===== src/rtl/xfer_pkg.sv =====
package xfer_pkg;

  typedef enum logic [3:0] {
    XOP_JMP      = 4'd0,
    XOP_JMP_IF   = 4'd1,
    XOP_CALL     = 4'd2,
    XOP_CALL_IF  = 4'd3,
    XOP_RET      = 4'd4,
    XOP_RET_IF   = 4'd5,
    XOP_RST      = 4'd6,
    XOP_PC_HL    = 4'd7,
    XOP_PUSH     = 4'd8,
    XOP_POP      = 4'd9,
    XOP_SWAP_TOP = 4'd10
  } xop_e;

  typedef enum logic [1:0] {
    ST_IDLE = 2'd0,
    ST_MEM  = 2'd1,
    ST_FIN  = 2'd2
  } xstate_e;

  function automatic logic is_push_kind(input logic [3:0] o);
    return (o == XOP_CALL) || (o == XOP_CALL_IF) || (o == XOP_RST) || (o == XOP_PUSH);
  endfunction

  function automatic logic is_pop_kind(input logic [3:0] o);
    return (o == XOP_RET) || (o == XOP_RET_IF) || (o == XOP_POP);
  endfunction

  function automatic logic is_conditional(input logic [3:0] o);
    return (o == XOP_JMP_IF) || (o == XOP_CALL_IF) || (o == XOP_RET_IF);
  endfunction

endpackage


===== src/rtl/xfer_cond_eval.sv =====
module xfer_cond_eval (
  input  logic [2:0] cond,
  input  logic       flag_z,
  input  logic       flag_cy,
  input  logic       flag_p,
  input  logic       flag_s,
  output logic       hit
);
  logic picked;

  // upper two bits choose the flag, bit 0 is the wanted value
  always_comb begin
    unique case (cond[2:1])
      2'd0:    picked = flag_z;
      2'd1:    picked = flag_cy;
      2'd2:    picked = flag_p;
      default: picked = flag_s;
    endcase
    hit = (picked == cond[0]);
  end
endmodule


===== src/rtl/xfer_access_plan.sv =====
module xfer_access_plan
  import xfer_pkg::*;
#(
  parameter int DW = 8
) (
  input  logic [3:0]      op,
  input  logic [1:0]      step,
  input  logic [2*DW-1:0] sp0,
  input  logic [2*DW-1:0] word,
  output logic [2*DW-1:0] addr,
  output logic            we,
  output logic [DW-1:0]   wdata,
  output logic            last
);
  localparam int AW = 2 * DW;

  logic [DW-1:0] hi_b, lo_b;
  assign hi_b = word[AW-1:DW];
  assign lo_b = word[DW-1:0];

  always_comb begin
    addr  = sp0;
    we    = 1'b0;
    wdata = '0;
    last  = 1'b1;
    if (is_push_kind(op)) begin
      we = 1'b1;
      if (step == 2'd0) begin
        addr  = sp0 - AW'(1);
        wdata = hi_b;
        last  = 1'b0;
      end else begin
        addr  = sp0 - AW'(2);
        wdata = lo_b;
      end
    end else if (is_pop_kind(op)) begin
      if (step == 2'd0) begin
        last = 1'b0;
      end else begin
        addr = sp0 + AW'(1);
      end
    end else if (op == XOP_SWAP_TOP) begin
      unique case (step)
        2'd0: last = 1'b0;
        2'd1: begin
          addr = sp0 + AW'(1);
          last = 1'b0;
        end
        2'd2: begin
          we    = 1'b1;
          wdata = lo_b;
          last  = 1'b0;
        end
        default: begin
          we    = 1'b1;
          addr  = sp0 + AW'(1);
          wdata = hi_b;
        end
      endcase
    end
  end
endmodule


===== src/rtl/ctl_xfer_seq.sv =====
module ctl_xfer_seq
  import xfer_pkg::*;
#(
  parameter int DW       = 8,
  parameter int RST_STEP = 8
) (
  input  logic             clk,
  input  logic             rst_n,
  input  logic             start,
  input  logic [3:0]       op,
  input  logic [2:0]       cond,
  input  logic             flag_z,
  input  logic             flag_cy,
  input  logic             flag_p,
  input  logic             flag_s,
  input  logic [2*DW-1:0]  pc_in,
  input  logic [2*DW-1:0]  sp_in,
  input  logic [2*DW-1:0]  hl_in,
  input  logic [2*DW-1:0]  pair_in,
  input  logic [2*DW-1:0]  target,
  output logic             busy,
  output logic             done,
  output logic [2*DW-1:0]  pc_out,
  output logic [2*DW-1:0]  sp_out,
  output logic [2*DW-1:0]  hl_out,
  output logic [2*DW-1:0]  pair_out,
  output logic             mem_valid,
  input  logic             mem_ready,
  output logic             mem_we,
  output logic [2*DW-1:0]  mem_addr,
  output logic [DW-1:0]    mem_wdata,
  input  logic [DW-1:0]    mem_rdata
);
  localparam int AW = 2 * DW;

  xstate_e       state_q;
  logic [3:0]    op_q;
  logic          take_q;
  logic [AW-1:0] pc_q, sp_q, hl_q, pair_q, tgt_q, vec_q;
  logic [1:0]    step_q;
  logic [DW-1:0] lo_q, hi_q;

  logic          cond_hit;
  logic          take_now;
  logic          needs_mem;
  logic [AW-1:0] push_word;
  logic          plan_last;
  logic [AW-1:0] popped;

  xfer_cond_eval u_cond (
    .cond    (cond),
    .flag_z  (flag_z),
    .flag_cy (flag_cy),
    .flag_p  (flag_p),
    .flag_s  (flag_s),
    .hit     (cond_hit)
  );

  assign take_now  = is_conditional(op) ? cond_hit : 1'b1;
  assign needs_mem = take_now &&
                     (is_push_kind(op) || is_pop_kind(op) || (op == XOP_SWAP_TOP));

  always_comb begin
    if (op_q == XOP_PUSH)          push_word = pair_q;
    else if (op_q == XOP_SWAP_TOP) push_word = hl_q;
    else                           push_word = pc_q;
  end

  xfer_access_plan #(.DW(DW)) u_plan (
    .op    (op_q),
    .step  (step_q),
    .sp0   (sp_q),
    .word  (push_word),
    .addr  (mem_addr),
    .we    (mem_we),
    .wdata (mem_wdata),
    .last  (plan_last)
  );

  assign mem_valid = (state_q == ST_MEM);
  assign busy      = (state_q != ST_IDLE);
  assign done      = (state_q == ST_FIN);
  assign popped    = {hi_q, lo_q};

  always_ff @(posedge clk or negedge rst_n) begin
    if (!rst_n) begin
      state_q <= ST_IDLE;
      op_q    <= 4'hF;
      take_q  <= 1'b0;
      pc_q    <= '0;
      sp_q    <= '0;
      hl_q    <= '0;
      pair_q  <= '0;
      tgt_q   <= '0;
      vec_q   <= '0;
      step_q  <= '0;
      lo_q    <= '0;
      hi_q    <= '0;
    end else begin
      unique case (state_q)
        ST_IDLE: begin
          if (start) begin
            op_q    <= op;
            take_q  <= take_now;
            pc_q    <= pc_in;
            sp_q    <= sp_in;
            hl_q    <= hl_in;
            pair_q  <= pair_in;
            tgt_q   <= target;
            vec_q   <= AW'(cond) * AW'(RST_STEP);
            step_q  <= '0;
            state_q <= needs_mem ? ST_MEM : ST_FIN;
          end
        end
        ST_MEM: begin
          if (mem_ready) begin
            if (!mem_we) begin
              if (step_q[0]) hi_q <= mem_rdata;
              else           lo_q <= mem_rdata;
            end
            if (plan_last) state_q <= ST_FIN;
            else           step_q  <= step_q + 2'd1;
          end
        end
        default: state_q <= ST_IDLE;
      endcase
    end
  end

  always_comb begin
    pc_out   = pc_q;
    sp_out   = sp_q;
    hl_out   = hl_q;
    pair_out = pair_q;
    if (take_q) begin
      unique case (op_q)
        XOP_JMP, XOP_JMP_IF, XOP_CALL, XOP_CALL_IF: pc_out = tgt_q;
        XOP_RET, XOP_RET_IF:                        pc_out = popped;
        XOP_RST:                                    pc_out = vec_q;
        XOP_PC_HL:                                  pc_out = hl_q;
        XOP_POP:                                    pair_out = popped;
        XOP_SWAP_TOP:                               hl_out = popped;
        default: ;
      endcase
      if (is_push_kind(op_q))     sp_out = sp_q - AW'(2);
      else if (is_pop_kind(op_q)) sp_out = sp_q + AW'(2);
    end
  end

  // a stalled request is held unchanged
  p_req_hold_r11: assert property (@(posedge clk) disable iff (!rst_n)
    mem_valid && !mem_ready |=> mem_valid && $stable(mem_addr) && $stable(mem_we) && $stable(mem_wdata));

  // done lasts one cycle and the block is idle after it
  p_done_pulse_r12: assert property (@(posedge clk) disable iff (!rst_n)
    done |=> !done && !busy);

  // memory requests only while busy and before done
  p_mem_in_busy_r12: assert property (@(posedge clk) disable iff (!rst_n)
    mem_valid |-> busy && !done);

  // results hold while idle with no start
  p_hold_idle_r13: assert property (@(posedge clk) disable iff (!rst_n)
    !busy && !start |=> $stable(pc_out) && $stable(sp_out) && $stable(hl_out) && $stable(pair_out));

endmodule


===== config.mk =====
export PLATFORM = sky130hd
export DESIGN_NAME = ctl_xfer_seq
export DESIGN_NICKNAME = d
export VERILOG_FILES = /design/src/rtl/xfer_pkg.sv /design/src/rtl/xfer_cond_eval.sv /design/src/rtl/xfer_access_plan.sv /design/src/rtl/ctl_xfer_seq.sv
export SDC_FILE = /design/constraint.sdc
export NUM_CORES = 1
export LEC_CHECK = 0
export BUFFER_PORTS_ARGS = -buffer_cell sky130_fd_sc_hd__buf_4
export CAP_MARGIN = 20
export CORE_ASPECT_RATIO = 0.5
export CORE_UTILIZATION = 48
export DETAILED_ROUTE_END_ITERATION = 7
export PLACE_DENSITY = 0.85
export SLEW_MARGIN = 15
export SYNTH_ARGS = -nofsm -noshare
export SYNTH_HDL_FRONTEND = slang
export SYNTH_SLANG_ARGS = --single-unit

===== constraint.sdc =====
create_clock -name clk -period 2.71 [get_ports clk]
set_clock_uncertainty 0.2 [all_clocks]
set_input_delay 0.542 -clock clk [delete_from_list [all_inputs] [get_ports clk]]
set_output_delay 0.542 -clock clk [all_outputs]
set_load 0.01 [all_outputs]

Yosys cells after proc, flatten, opt, wreduce, memory -nomap -nowiden:

Index checks and enable logic that the tools add are counted.
W data, S select, Z words.

* memories: 0
* register bits after elaboration: 108
* input port bits: 103
* bits in read-only memories: 0
* bits in latches: 0
* word-level logic and storage cells: 122
* memory bits (writable): 0

* eq/ne operators: 30
* add/sub/neg operators: 5
* div/mod/pow operators: 0
* mux-type cells: 42
* multiply operators: 0
* bitwise logic cells: 2
* order comparisons: 0
* reductions and logical operators: 31
* shift-type cells: 0

Operator list (count)
* $mux W16: 16
* $pmux W16 S4: 1
* $mux W8: 4
* $eq A4 B3 Y1 const B: 7
* $eq A4 B4 Y1 const B: 6
* $add A16 B1 Y16 const B: 1
* $add A16 B2 Y16 const B: 1
* $eq A4 B2 Y1 const B: 4
* $pmux W8 S2: 1
* $sub A16 B1 Y16 const B: 1
* $sub A16 B2 Y16 const B: 1
* $logic_or A1 B1 Y1: 14
* $mux W2: 7
* $reduce_and A4 Y1: 3
* $mux W1: 10
* $eq A4 B1 Y1 const B: 2
* $pmux W2 S2: 2
* $eq A2 B1 Y1 const B: 3
* $eq A2 B2 Y1 const B: 3
* $logic_not A2 Y1: 3
* $reduce_or A2 Y1: 3
* $logic_not A4 Y1: 1
* $ne A2 B1 Y1 const B: 2
* $ne A2 B2 Y1 const B: 2
* 10 further kinds: 12

Logic depth before layout (Yosys ltp):

* depth after elaboration: 10
* depth in mapped cells: 8
* gate-level depth less buffers: 7

Cells and area by module:

From an unflattened synthesis, not the netlist that was laid out.

* cells, all modules: 682
* area, all modules: 7121.8 µm²

Modules (own cells, without submodules)
* ctl_xfer_seq: sequential area each 2707.6 µm², area an instance 6020.8 µm², cells each 528, times used 1
* xfer_access_plan: sequential area each 0.0 µm², area an instance 1069.8 µm², cells each 152, times used 1
* xfer_cond_eval: sequential area each 0.0 µm², area an instance 31.3 µm², cells each 2, times used 1

Least setup slack after synthesis:

Ideal clock, no wire load.

* path kind: flip-flop to output port
* from: register step_q[0]
* to: output mem_addr[10]
* arrival: 2.039 ns
* data required time: 1.968 ns
* path buffers: 0
* stages on the path, launching flop included: 8
* slack: -0.071 ns
* path through: dfrtp_1 > inv_1 > ha_1 > nor3b_1 > o21ai_0 > a2111oi_1 > a22oi_1 > xnor2_1

* word-level cells in the longest chain between the ends: 6

Ends and longest elaborated chain
* start, declared: RTL line ctl_xfer_seq.sv:40 `logic [1:0] step_q;`
* start signal, assigned: RTL line ctl_xfer_seq.sv:122 `else step_q <= step_q + 2'd1;`
* $eq A2 B2 Y1 or $logic_not A2 Y1 (tied branches): RTL line xfer_access_plan.sv:43, xfer_access_plan.sv:28, xfer_access_plan.sv:37
* $reduce_or A2 Y1 (no line)
* $mux W16
* $mux W16: RTL line xfer_access_plan.sv:42 `end else if (op == XOP_SWAP_TOP) begin`
* $mux W16: RTL line xfer_access_plan.sv:36 `end else if (is_pop_kind(op)) begin`
* $mux W16 (*): RTL line xfer_access_plan.sv:26 `if (is_push_kind(op)) begin`
* end, declared: RTL line ctl_xfer_seq.sv:30 `output logic [2*DW-1:0] mem_addr,`

Every way passes the cells marked *; elsewhere a longest branch is shown, timed or not.

Worst setup path in the final report:

* from: register op_q[3]
* to: output mem_wdata[6]

* word-level cells in the longest chain between the ends: 7

Ends and longest elaborated chain
* start, declared: RTL line ctl_xfer_seq.sv:37 `logic [3:0] op_q;`
* start signal, assigned: RTL line ctl_xfer_seq.sv:103 `op_q <= op;`
* $eq A4 B4 Y1: RTL line xfer_access_plan.sv:42, ctl_xfer_seq.sv:65
* $mux W16: RTL line ctl_xfer_seq.sv:65 `else if (op_q == XOP_SWAP_TOP) push_word = hl_q;`
* $mux W16: RTL line ctl_xfer_seq.sv:64 `if (op_q == XOP_PUSH) push_word = pair_q;`
* $pmux W8 S2: RTL line xfer_access_plan.sv:43 `unique case (step)`
* $mux W8: RTL line xfer_access_plan.sv:42
* $mux W8: RTL line xfer_access_plan.sv:36
* $mux W8 (*): RTL line xfer_access_plan.sv:26
* end, declared: RTL line ctl_xfer_seq.sv:31 `output logic [DW-1:0] mem_wdata,`

Marks and branches as above.

==> out/qor.yml <==
status:
  run_status: "finished, violations left"
  violations: "negative setup slack"
die:
  start_util_pct: 50.0
  dieArea_um2: 14900
  die_x_um: 171
  die_h_um: 86.7
  io_pins: 195
  core_area_um2: 13800
  fp-row-count: 30
setup_path:
  cp-start-kind: "register"
  crit_arrival_ps: 2800
  path_class: "reg -> out"
  r2r_start: "step_q[1]"
  critPathCaptureType: "output port"
  cp.required_ps: 1970
  cp_max_fo: 8
  critPathLaunch: "op_q[3]"
sta:
  fmax_ghz: 0.282
  rsz0062_at_grt: "true"
  max-slew-margin-rel_pct: 39.8
  hold_viol: 0
  max_slew.worst_pin.slew_ps: 881
  maxSlewViolCount: 0
  tns_ps: -33130
  fin_crit_ps: 3540
  setup_viol: 88
  min_period_over_period_pct: 131
  worst_slack_ps: -834
power:
  switching_share_pct: 46.0
  p_int_mw: 8.57
  p_clk_share_pct: 8.6
  peakVddDrop_uv: 616
  power_frac_comb_pct: 68.9
  power_frac_seq_pct: 22.5
  p_total_mw: 15.9
  power_leakage_nw: 4.72
  powerDensity_nw_per_um2: 1450
  p_sw_mw: 7.30
clocking:
  clock-sinks: 108
  cts_tree: "done"
  ctsRootBufferMaster: "clkbuf_16"
  clk-insertion-delay-late_ps: 370
  cts_buffers: 9
  cts.reportedPaths.clkPinSlew_ps: 90
  hold_buffers: 0
  cts_max_level: 3
  clock_path_buffers: 2
synth:
  synthTopCellsByArea: "dfrtp_1 38%, mux2_2 21%, xnor2_1 3.3%"
  ys_seq_elements: 108
  yosysTopAreaCellShare_pct: 37.8
  synthFlopType: "dfrtp_1"
  synth.avg_cell_area_um2: 10.4
  synth.most_common_cell: "mux2_2"
  synthCells: 662
  synth_cell_types: 57
  synth_area_leader_cell: "dfrtp_1"
  synth_commonest_cells: "131 x mux2_2, 104 x dfrtp_1, 44 x nor2_1"
  synth_edf_count: 0
  seq_area_frac_synth_pct: 39.3
  syn_nets: 774
  ys_async_sr_fraction_pct: 100
  synth_area_um2: 6890
  ys_warn_count: 0
routing:
  num_vias: 7780
  wirelength_um: 33100
  dr.pass1.iters: 8
  wl_per_cell_um: 29.2
  initialDrtViolationCount: 1221
  drc_errors: 0
  ant_nets: 0
  avgViaCountPerCell: 6.86
global_route:
  antenna_found_initial: 1
  grt_usage_pct: 37.8
  grt_max_degree: 94
  grt_overflow: 0
  grt_pass1_wl_um: 42300
  first_global_vias: 7352
placed_design:
  gp_congestion: 0.970
  numPortBuffers: 194
  dpl_cell_area_um2: 9110
  dpl.cell_count: 1077
  dp_hpwl_um: 16100
flow_run:
  drv_cap: 0
cells_and_area:
  fin_cells: 1134
  syn_to_final_growth_pct: 58.6
  drive_gt1_share_pct: 63.8
  design_area_um2: 10900
  finalCoreUtilization_pct: 79.4
  fin_nets: 1049
hold_path:
  hold_class: "in -> async"
-- state kept, by name (all words and copies together), names as in the netlist --
name	cells
sp_q	16
state_q	2
step_q	2
op_q	4
lo_q	8
hl_q	16
pc_q	16
tgt_q	16
take_q	1
pair_q	16
hi_q	8
vec_q	3
-- layout by cell type, fill, tap and decap left out, drive strengths merged, types with 17 or more instances in the layout --
cell / n
a21oi: 25
a22oi: 19
buf: 315
dfrtp: 104
mux2: 131
mux2i: 19
nand2: 19
nand3b: 17
nor2: 44
o21ai: 17
o221ai: 17
xnor2: 26
-- timing repair --
action | 4_1_cts | 5_1_grt
resized for setup | 127 | 119
cloned | 5 | 2
pin swaps | 54 | 72
setup endpoints to repair | 84 | 88
setup buffers | 19 | 20
-- logic make-up after synthesis --
kind of cell	synth area share, %
flip-flops	39.3
multiplexers	24.5
AND/OR/NAND/NOR	13.5
AO/OA/AOI/OAI	13.1
adder cells (fa/ha/maj)	1.63
buffers and inverters	4.18
XOR/XNOR	3.81
-- metal layers --
| layer | global-route usage, % | part of all wire [%] | up-vias |
|---|---|---|---|
| met1 | 47.3 | 36 | 3729 |
| li1 | - | - | 3006 |
| met4 | 22.6 | 8.6 | 2 |
| met5 | 0 | 0.036 | - |
| met3 | 10.3 | 12 | 286 |
| met2 | 59.0 | 43 | 757 |
-- metrics by stage --
step	hold WS [ps]	worst slack, ps
3_5_place_dp	297	-161
3_3_place_gp	292	-131
2_1_floorplan	46.4	-46.1
4_1_cts	40.1	-419
5_1_grt	73.2	-785
6_report	14.8	-834
-- critical path, stage by stage (launching register included) --
cell      delay (ps)
dfstp_2          600
buf_6            110
buf_6            110
nor3b_4          230
buf_6            230
buf_16           170
buf_4            130
o221ai_2         140
mux2i_1          340
a22o_1           210
buf_4            140
-- worst paths after layout --
check                               endpoint  slack, ps  depth (start not counted)
max in group asynchronous           tgt_q[1]       1540                          2
worst max register to register       hi_q[1]         60                         11
min in group clk                     sp_q[1]        200                          3
worst min-delay path                 sp_q[8]         10                          1
worst min register to register     tgt_q[11]        310                          1
worst max-delay path            mem_wdata[6]       -830                         10
-- cell type report --
| cell class | instances | area (um^2) |
|---|---|---|
| multi-input cells | 487 | 4770 |
| repair buffers | 317 | 2870 |
| fillers | 683 | 2840 |
| flip-flops and latches | 108 | 2710 |
| well taps | 192 | 240 |
| clock buffers | 9 | 225 |
| clock inverters | 6 | 61.3 |
| inverters | 14 | 57.6 |
| diodes | 1 | 2.50 |
-- power groups by stage --
stage / clock network, mW / registers, mW / logic (mW)
2_1_floorplan: 0 / 2.91 / 4.58
3_3_place_gp: 0 / 3.18 / 7.66
3_5_place_dp: 0 / 3.23 / 7.82
4_1_cts: 1.32 / 3.27 / 8.97
5_1_grt: 1.41 / 3.59 / 11.3
6_report: 1.36 / 3.58 / 10.9
(Power assumes the default switching activity.)
